==> src/rtl/ddr_dcmd_pkg.sv <==
package ddr_dcmd_pkg;

   localparam int NUM_RANKS  = 2;
   localparam int CODE_LSB   = 24;
   localparam int CODE_W     = 4;
   localparam int RANK_BIT   = 20;
   localparam int BANK_LSB   = 16;
   localparam int BANK_W     = 3;
   localparam int OPND_W     = 16;
   localparam int PALL_BIT   = 10;

   typedef enum logic [CODE_W-1:0] {
      CODE_MODE = 4'h0,
      CODE_PALL = 4'h1,
      CODE_AREF = 4'h5,
      CODE_NOP  = 4'h7
   } dcmd_code_e;

   typedef struct packed {
      logic              ras_n;
      logic              cas_n;
      logic              we_n;
      logic              rank;
      logic [BANK_W-1:0] ba;
      logic [OPND_W-1:0] opnd;
      logic              set_cke;
   } dcmd_pins_t;

   localparam dcmd_pins_t PINS_IDLE = '{ras_n: 1'b1, cas_n: 1'b1, we_n: 1'b1,
                                        rank: 1'b0, ba: '0, opnd: '0, set_cke: 1'b0};

endpackage

==> src/rtl/ddr_dcmd_decode.sv <==
module ddr_dcmd_decode
   import ddr_dcmd_pkg::*;
(
   input  logic [31:0] word,
   output dcmd_pins_t  pins,
   output logic        known
);

   logic [CODE_W-1:0] code;
   assign code = word[CODE_LSB +: CODE_W];

   always_comb begin
      pins      = PINS_IDLE;
      pins.rank = word[RANK_BIT];
      known     = 1'b1;
      unique case (code)
         CODE_MODE: begin
            pins.ras_n = 1'b0;
            pins.cas_n = 1'b0;
            pins.we_n  = 1'b0;
            pins.ba    = word[BANK_LSB +: BANK_W];
            pins.opnd  = word[OPND_W-1:0];
         end
         CODE_PALL: begin
            pins.ras_n          = 1'b0;
            pins.we_n           = 1'b0;
            pins.opnd[PALL_BIT] = 1'b1;
         end
         CODE_AREF: begin
            pins.ras_n = 1'b0;
            pins.cas_n = 1'b0;
         end
         CODE_NOP: begin
            pins.set_cke = 1'b1;
         end
         default: begin
            known = 1'b0;
         end
      endcase
   end

endmodule

==> src/rtl/ddr_dcmd_slot.sv <==
module ddr_dcmd_slot
   import ddr_dcmd_pkg::*;
(
   input  logic       clk,
   input  logic       rst_n,
   input  logic       load,
   input  dcmd_pins_t din,
   input  logic       take,
   output logic       full,
   output dcmd_pins_t dout
);

   always_ff @(posedge clk) begin
      if (!rst_n) begin
         full <= 1'b0;
         dout <= PINS_IDLE;
      end else begin
         if (load) begin
            full <= 1'b1;
            dout <= din;
         end else if (take) begin
            full <= 1'b0;
         end
      end
   end

   // the slot is never overwritten while it holds a command
   a_r8_no_overwrite: assert property (@(posedge clk) disable iff (!rst_n)
      full |-> !load);

   // a waiting command that is not taken keeps its content
   a_r8_hold_stable: assert property (@(posedge clk) disable iff (!rst_n)
      (full && !take) |=> (full && $stable(dout)));

endmodule

==> src/rtl/ddr_dcmd_gap.sv <==
module ddr_dcmd_gap #(
   parameter int MIN_GAP = 4
) (
   input  logic clk,
   input  logic rst_n,
   input  logic start,
   output logic ready
);

   generate
      if (MIN_GAP <= 1) begin : g_nogap
         assign ready = 1'b1;
      end else begin : g_count
         localparam int CNT_W = $clog2(MIN_GAP);
         localparam logic [CNT_W-1:0] RELOAD = CNT_W'(MIN_GAP - 1);
         logic [CNT_W-1:0] cnt;

         always_ff @(posedge clk) begin
            if (!rst_n)            cnt <= '0;
            else if (start)        cnt <= RELOAD;
            else if (cnt != '0)    cnt <= cnt - 1'b1;
         end
         assign ready = (cnt == '0);

         // a new start is only requested once the window has run out
         a_r7_start_when_ready: assert property (@(posedge clk) disable iff (!rst_n)
            start |-> ready);
      end
   endgenerate

endmodule

==> src/rtl/ddr_dcmd_encoder.sv <==
module ddr_dcmd_encoder
   import ddr_dcmd_pkg::*;
#(
   parameter int ADDR_W  = 14,
   parameter int MIN_GAP = 4
) (
   input  logic              clk,
   input  logic              rst_n,
   input  logic              wr_en,
   input  logic [31:0]       wr_data,
   output logic              busy,
   output logic              cmd_err,
   output logic              cke,
   output logic [NUM_RANKS-1:0] cs_n,
   output logic              ras_n,
   output logic              cas_n,
   output logic              we_n,
   output logic [BANK_W-1:0] ba,
   output logic [ADDR_W-1:0] addr
);

   generate
      if (ADDR_W <= PALL_BIT || ADDR_W > OPND_W) begin : g_bad_addr_w
         $error("ADDR_W must lie between %0d and %0d", PALL_BIT + 1, OPND_W);
      end
      if (MIN_GAP < 1) begin : g_bad_gap
         $error("MIN_GAP must be at least 1");
      end
   endgenerate

   dcmd_pins_t dec_pins, slot_pins;
   logic       dec_known, slot_full, gap_ready, accept, issue;

   ddr_dcmd_decode u_decode (
      .word  (wr_data),
      .pins  (dec_pins),
      .known (dec_known)
   );

   assign accept = wr_en && !slot_full;
   assign issue  = slot_full && gap_ready;

   ddr_dcmd_slot u_slot (
      .clk   (clk),
      .rst_n (rst_n),
      .load  (accept && dec_known),
      .din   (dec_pins),
      .take  (issue),
      .full  (slot_full),
      .dout  (slot_pins)
   );

   ddr_dcmd_gap #(.MIN_GAP(MIN_GAP)) u_gap (
      .clk   (clk),
      .rst_n (rst_n),
      .start (issue),
      .ready (gap_ready)
   );

   assign busy = slot_full;

   always_ff @(posedge clk) begin
      if (!rst_n) begin
         ras_n   <= 1'b1;
         cas_n   <= 1'b1;
         we_n    <= 1'b1;
         ba      <= '0;
         addr    <= '0;
         cke     <= 1'b0;
         cmd_err <= 1'b0;
      end else begin
         if (accept && !dec_known) cmd_err <= 1'b1;
         if (issue) begin
            ras_n <= slot_pins.ras_n;
            cas_n <= slot_pins.cas_n;
            we_n  <= slot_pins.we_n;
            ba    <= slot_pins.ba;
            addr  <= slot_pins.opnd[ADDR_W-1:0];
            if (slot_pins.set_cke) cke <= 1'b1;
         end else begin
            ras_n <= 1'b1;
            cas_n <= 1'b1;
            we_n  <= 1'b1;
            ba    <= '0;
            addr  <= '0;
         end
      end
   end

   for (genvar r = 0; r < NUM_RANKS; r++) begin : g_rank_cs
      always_ff @(posedge clk) begin
         if (!rst_n) cs_n[r] <= 1'b1;
         else        cs_n[r] <= !(issue && (slot_pins.rank == r[0]));
      end
   end

   // ---------------- assertions ----------------
   logic any_cs;
   assign any_cs = ~&cs_n;

   // never more than one rank selected
   a_r6_one_rank: assert property (@(posedge clk) disable iff (!rst_n)
      $onehot0(~cs_n));

   // with no rank selected the strobes are idle
   a_r6_idle_strobes: assert property (@(posedge clk) disable iff (!rst_n)
      !any_cs |-> (ras_n && cas_n && we_n));

   // precharge-all pattern carries address bit 10
   a_r3_pall_a10: assert property (@(posedge clk) disable iff (!rst_n)
      (any_cs && !ras_n && cas_n && !we_n) |-> addr[PALL_BIT]);

   // clock enable never falls once raised
   a_r5_cke_hold: assert property (@(posedge clk) disable iff (!rst_n)
      cke |=> cke);

   // clock enable only rises together with a NOP on the pins
   a_r5_cke_rise_nop: assert property (@(posedge clk) disable iff (!rst_n)
      $rose(cke) |-> (any_cs && ras_n && cas_n && we_n));

   // error flag is sticky
   a_r9_err_sticky: assert property (@(posedge clk) disable iff (!rst_n)
      cmd_err |=> cmd_err);

   // spacing between pin commands, watched by an independent counter
   localparam int SW = $clog2(MIN_GAP + 2);
   logic [SW-1:0] since_cmd;
   logic          seen_cmd;
   always_ff @(posedge clk) begin
      if (!rst_n) begin
         since_cmd <= '0;
         seen_cmd  <= 1'b0;
      end else if (any_cs) begin
         since_cmd <= SW'(1);
         seen_cmd  <= 1'b1;
      end else if (since_cmd < SW'(MIN_GAP)) begin
         since_cmd <= since_cmd + 1'b1;
      end
   end

   a_r7_min_gap: assert property (@(posedge clk) disable iff (!rst_n)
      (any_cs && seen_cmd) |-> (since_cmd >= SW'(MIN_GAP)));

endmodule

==> config.mk <==
export PLATFORM = sky130hd
export DESIGN_NAME = ddr_dcmd_encoder
export DESIGN_NICKNAME = d
export VERILOG_FILES = /design/src/rtl/ddr_dcmd_pkg.sv /design/src/rtl/ddr_dcmd_decode.sv /design/src/rtl/ddr_dcmd_slot.sv /design/src/rtl/ddr_dcmd_gap.sv /design/src/rtl/ddr_dcmd_encoder.sv
export SDC_FILE = /design/constraint.sdc
export NUM_CORES = 1
export LEC_CHECK = 0
export CAP_MARGIN = 20
export CORE_ASPECT_RATIO = 1.2
export CORE_MARGIN = 2
export CORE_UTILIZATION = 48
export CTS_CLUSTER_SIZE = 20
export DETAILED_ROUTE_END_ITERATION = 10
export PLACE_DENSITY = 0.83
export SLEW_MARGIN = 20
export SYNTH_ARGS = -nofsm -noshare
export SYNTH_HDL_FRONTEND = slang
export SYNTH_SLANG_ARGS = --single-unit
export TNS_END_PERCENT = 1
==> constraint.sdc <==
create_clock -name clk -period 2.7 [get_ports clk]
set_clock_uncertainty 0.1 [all_clocks]
set_input_delay 0.54 -clock clk [delete_from_list [all_inputs] [get_ports clk]]
set_output_delay 0.54 -clock clk [all_outputs]
set_load 0.01 [all_outputs]
==> flow_metrics.py, run 1 <==
metrics = {
    "power_and_ir_drop": {
        "finalPower_mw": 1.43,
        "powerDensity_nw_per_um2": 584,
        "leakagePower_nw": 1.00,
        "ir_worst_vdd_mv": 0.275,
    },
    "route": {
        "drtPass1Iterations": 4,
        "postRouteWirelength_mm": 3.43,
        "drtAntennaViolNets": 0,
        "via_per_inst": 4.91,
        "wl_per_cell_um": 12.4,
        "drt_iter0_markers": 41,
        "vias": 1359,
        "drc_errors": 0,
    },
    "setup_path": {
        "path_cells": "clkdlybuf4s50_1",
        "crit_type": "reg2out",
        "worst_path_max_delay_cell": "clkdlybuf4s50_1",
        "rr_worst_depth": 4,
        "cp-end-kind": "output port",
        "critPathMaxStageDelay_ns": 0.58,
        "worstPathBufferInverterCount": 1,
        "cp.arrival_ns": 1.34,
        "required_ns": 2.06,
        "path_max_fanout": 7,
        "path_depth": 1,
        "cp-start-kind": "flop",
        "critPathTopFamily": "buffers and inverters",
    },
    "timing": {
        "period_needed_ns": 1.98,
        "setup_viol": 0,
        "slew_headroom_pct": 78.4,
        "fin_crit_sh_pct": 73.2,
        "worst_slew_pin_slew_ns": 0.323,
        "fmaxAchievable_ghz": 0.506,
        "holdWs_ns": 0.290,
        "setup_tns_ns": 0,
        "slew_violations": 0,
        "hold_violations": 0,
        "rsz0062_at_grt": "false",
    },
    "clock_network": {
        "clock-root-buffer": "clkbuf_8",
        "cts_tree": "done",
        "cts_resized": 0,
        "cts_made_buffers": 5,
        "htreeDepth": 2,
        "cts.clk_slew.worst_paths_ns": 0.09,
        "cts.sinks": 49,
        "cts.path.max_buffers": 2,
        "post-cts-setup-buffers": 0,
        "clk-insertion-delay-late_ns": 0.30,
        "hold_buffers": 0,
    },
    "placement": {
        "port_buffers": 49,
        "hpwl_mm": 2.34,
        "gp_congestion": 0.750,
        "dp_cells": 270,
    },
    "floorplan": {
        "dieArea_um2": 4270,
        "rows": 24,
        "die_x_um": 60.0,
        "die_y_um": 71.2,
        "ios": 60,
        "initial_core_util_pct": 49.7,
        "core_um2": 3630,
    },
    "run": {
        "cap_violations": 0,
    },
    "synthesis": {
        "yosysUniqueCellTypes": 29,
        "synth.cell_area_um2": 1810,
        "yosysWarnings": 0,
        "synth-seq-area-share_pct": 54.3,
        "syn_nets": 209,
        "ys_ff_latch": 49,
        "syn_avg_cell_area_um2": 10.4,
        "syn_inst": 173,
    },
    "global_routing": {
        "antenna_found_initial": 0,
        "grt_pass1_vias": 1294,
        "grt_max_degree": 21,
        "grt_usage_pct": 17.9,
        "grt-ovfl-total": 0,
        "grt_first_pass_wirelength_mm": 5.68,
    },
    "cells_and_area": {
        "drive_above_1_share_pct": 8.44,
        "final_cell_count_no_fill": 277,
        "diodes": 0,
        "area_growth_syn_to_layout_pct": 35.9,
        "fin_nets": 261,
    },
    "run_status": {
        "status": "completed",
    },
    "min_path": {
        "min_path_type": "reg2reg",
        "hold-path-cell-count": 1,
    },
}
through the flow:
step / cell area (µm²) / worst slack [ns] / utilization (%)
after floorplan: 1810 / 1.14 / -
after detailed placement: 2350 / 0.411 / 64.7
final: 2450 / 0.724 / 67.5
after CTS: 2450 / 0.703 / 67.5
after global placement: 2350 / 0.478 / 64.7
after global routing: 2450 / 0.638 / 67.5
flip-flops by register name (all words and copies together), names as in the netlist, 2 cells and up:
register,flops
addr,14
ba,3
u_slot.dout,22
cs_n,2
u_gap.g_count.cnt,2
layout by cell type (no fill, tap or decap), types with 2 or more instances in the layout:
master and n:
mux2i_1 17, and2_1 17, o21ai_0 3, inv_1 4
nand3b_1 16, nor2_1 3, nand2b_1 8, clkbuf_8 5
clkdlybuf4s50_1 49, a31oi_1 2, nand4_1 3, dfxtp_1 49
nand2_1 24, a21oi_1 2, buf_4 6, nor2b_1 2
power breakdown:
part | leakage, nW | internal (mW) | switching (mW)
registers | 0.396 | 0.745 | 0.0121
logic | 0.550 | 0.0916 | 0.0867
clock network | 0.0540 | 0.269 | 0.228
path summary, 6_finish.rpt:
path         slack, ns            start        endpoint
max               0.72      u_slot.full            busy
min               0.29  u_slot.dout[20]         cs_n[1]
max reg2reg       1.22      u_slot.full  u_slot.dout[4]
min reg2reg       0.29  u_slot.dout[20]         cs_n[1]
synthesized netlist by cell type:
library cell	count	area share, %
a211oi_1	1	0.42
a21oi_1	2	0.55
a22o_1	1	0.49
a31oi_1	2	0.69
a32o_2	1	0.62
a32oi_1	1	0.49
and2_1	17	5.9
and3_1	1	0.35
buf_4	3	1.2
buf_6	1	0.62
clkbuf_1	6	1.2
dfxtp_1	49	54
ha_1	1	0.69
inv_1	4	0.83
mux2_2	1	0.62
mux2i_1	17	9.4
nand2_1	24	5.0
nand2b_1	8	2.8
nand3_2	1	0.55
nand3b_1	16	6.7
nand4_1	3	1.0
nor2_1	3	0.62
nor2b_1	2	0.69
nor3b_2	1	0.69
nor4b_4	1	1.3
o21a_1	1	0.42
o21ai_0	3	0.83
or2b_1	1	0.42
or3b_2	1	0.49
cell families after synthesis:
kind of cell    synth area share [%]
compound gates                  4.50
mux                             10.0
buf+inv                         3.95
simple gates                    26.5
flops                           54.3
fa+ha+maj                      0.693
layout make-up:
class	count	area, µm²
Timing Repair Buffer	55	536
Inverter	4	15.0
Fill cell	293	1180
Tap cell	52	65.1
Multi-Input combinational cell	110	753
Sequential cell	49	981
Clock inverter	2	35.0
Clock buffer	5	68.8
metal layers:
metal  routed length [µm]  vias up  track usage (%)
met5                    0        -                0
met4                  105        0             10.4
met3                  135       10             3.47
met2                 1790       38             30.4
met1                 1390      636             20.3
li1                     -      675                -
Power figures use the tool's default switching activity.
==> run 2: changes to the inputs <==
--- a/config.mk
+++ b/config.mk
@@ -8,10 +8,10 @@
 export CAP_MARGIN = 20
 export CORE_ASPECT_RATIO = 1.2
 export CORE_MARGIN = 2
-export CORE_UTILIZATION = 48
+export CORE_UTILIZATION = 45
 export CTS_CLUSTER_SIZE = 20
 export DETAILED_ROUTE_END_ITERATION = 10
-export PLACE_DENSITY = 0.83
+export PLACE_DENSITY = 0.79
 export SLEW_MARGIN = 20
 export SYNTH_ARGS = -nofsm -noshare
 export SYNTH_HDL_FRONTEND = slang
==> constraint.sdc (replaced) <==
create_clock -name clk -period 2 [get_ports clk]
set_clock_uncertainty 0.1 [all_clocks]
set_input_delay 0.4 -clock clk [delete_from_list [all_inputs] [get_ports clk]]
set_output_delay 0.4 -clock clk [all_outputs]
set_load 0.01 [all_outputs]
==> flow_metrics.py, run 2 (synthesis results as in run 1) <==
metrics = {
    "route": {
        "wl_per_cell_um": 11.4,
        "postRouteWirelength_mm": 3.25,
        "vias": 1364,
        "drtAntennaViolNets": 0,
        "drt_iter0_markers": 38,
        "drc_errors": 0,
        "via_per_inst": 4.77,
        "drtPass1Iterations": 4,
    },
    "timing": {
        "fmaxAchievable_ghz": 0.550,
        "period_needed_ns": 1.82,
        "setup_viol": 0,
        "worst_slew_pin_slew_ns": 0.257,
        "slew_headroom_pct": 82.8,
        "setup_tns_ns": 0,
        "rsz0062_at_grt": "false",
        "hold_violations": 0,
        "slew_violations": 0,
        "fin_crit_sh_pct": 90.9,
    },
    "clock_network": {
        "cts_made_buffers": 5,
        "post-cts-setup-buffers": 0,
        "cts.sinks": 49,
        "cts_resized": 0,
        "hold_buffers": 0,
        "cts.clk_slew.worst_paths_ns": 0.08,
        "clock-root-buffer": "clkbuf_8",
        "cts.path.max_buffers": 2,
        "cts_tree": "done",
        "clk-insertion-delay-late_ns": 0.30,
        "htreeDepth": 2,
    },
    "run_status": {
        "status": "completed",
    },
    "run": {
        "cap_violations": 0,
    },
    "global_routing": {
        "grt-ovfl-total": 0,
        "grt_max_degree": 23,
        "antenna_found_initial": 0,
        "grt_usage_pct": 15.1,
        "grt_pass1_vias": 1180,
        "grt_first_pass_wirelength_mm": 5.12,
    },
    "floorplan": {
        "die_x_um": 61.8,
        "die_y_um": 73.4,
        "rows": 25,
        "initial_core_util_pct": 46.2,
        "dieArea_um2": 4540,
        "core_um2": 3910,
        "ios": 60,
    },
    "placement": {
        "placed_cell_area_um2": 2400,
        "gp_congestion": 0.752,
        "port_buffers": 49,
        "hpwl_mm": 2.31,
    },
    "setup_path": {
        "required_ns": 1.50,
        "rr_worst_depth": 5,
        "cp.arrival_ns": 1.32,
        "worst_path_max_delay_cell": "clkdlybuf4s50_1",
        "critPathTopFamily": "buffers and inverters",
        "cp-start-kind": "flop",
        "crit_type": "reg2out",
        "worstPathBufferInverterCount": 1,
        "r2r_start": "u_gap.g_count.cnt[0]",
        "reg2reg_slack_ns": 0.60,
        "cp-end-kind": "output port",
        "path_max_fanout": 7,
        "critPathMaxStageDelay_ns": 0.58,
        "crit_path_start": "u_slot.full",
        "path_cells": "clkdlybuf4s50_1",
        "reg2reg_to": "addr[4]",
    },
    "cells_and_area": {
        "largest_reg_flops": 22,
        "regMostFlops": "u_slot.dout",
        "drive_above_1_share_pct": 11.2,
        "area_growth_syn_to_layout_pct": 38.4,
        "reg.largest.list": "u_slot.dout x22, addr x14, ba x3",
        "final_area_um2": 2500,
        "final_cell_mix": "dfxtp_1, clkdlybuf4s50_1, nand2_1, and2_1, mux2i_1",
        "fin_nets": 267,
        "diodes": 0,
    },
    "power_and_ir_drop": {
        "powerDensity_nw_per_um2": 758,
        "leakagePower_nw": 1.03,
        "ir_worst_vdd_mv": 0.354,
    },
    "min_path": {
        "hold_start": "u_slot.dout[20]",
        "hold-path-cell-count": 1,
        "min_path_type": "reg2reg",
        "min_to": "cs_n[1]",
    },
}
[run 2: changes by cell type in the layout (fill, tap and decap cells not counted), sizes merged]
cell and change:
buf +6, bufinv -1, clkbuf +2
[run 2: worst max-delay path by stage]
stage | slack (ns) | depth (start not counted) | endpoint
floorplan | 0.58 | 5 | u_slot.dout[4]
global placement | 0.06 | 5 | u_slot.dout[21]
detailed placement | 0.02 | 5 | u_slot.dout[21]
CTS | 0.18 | 1 | busy
global route | 0.14 | 1 | busy
finish | 0.18 | 1 | busy
[run 2: stage by stage]
stage	setup slack [ns]	utilization [%]	hold WS [ns]	instances	power, mW
2_1_floorplan	0.583	-	0.266	173	1.19
3_3_place_gp	0.0572	61.3	0.279	278	1.28
3_5_place_dp	0.0199	61.3	0.283	278	1.29
4_1_cts	0.185	63.9	0.303	286	1.90
5_1_grt	0.139	63.9	0.341	286	1.97
6_report	0.181	63.9	0.304	286	1.89
[run 2: final cells by class]
class | count | area (µm²)
sequential | 49 | 981
fill | 323 | 1410
multi-input combinational | 110 | 753
timing repair buffer | 61 | 581
inverter | 4 | 15.0
tap | 54 | 67.6
clock inverter | 1 | 5.00
clock buffer | 7 | 96.3
[run 2: routing by layer]
layer | wire length, µm | GRT usage [%] | vias up
met5 | 0 | 0 | -
met2 | 1630 | 24.7 | 43
met4 | 63 | 6.62 | 0
li1 | - | - | 691
met1 | 1420 | 18.4 | 623
met3 | 131 | 3.70 | 7
[run 2: power breakdown]
| part | switching, mW | leakage [nW] | internal [mW] |
|---|---|---|---|
| clock | 0.305 | 0.0542 | 0.313 |
| sequential | 0.0173 | 0.396 | 1.01 |
| combinational | 0.120 | 0.579 | 0.133 |
==> run 3: changes to the inputs <==
--- a/config.mk
+++ b/config.mk
@@ -9,6 +9,7 @@
 export CORE_ASPECT_RATIO = 1.2
 export CORE_MARGIN = 2
 export CORE_UTILIZATION = 45
+export CTS_BUF_LIST = sky130_fd_sc_hd__clkbuf_4 sky130_fd_sc_hd__clkbuf_8 sky130_fd_sc_hd__clkbuf_16
 export CTS_CLUSTER_SIZE = 20
 export DETAILED_ROUTE_END_ITERATION = 10
 export PLACE_DENSITY = 0.79
==> results of run 3 <==
The final DEF is identical to that of run 2; final timing and power are the same.
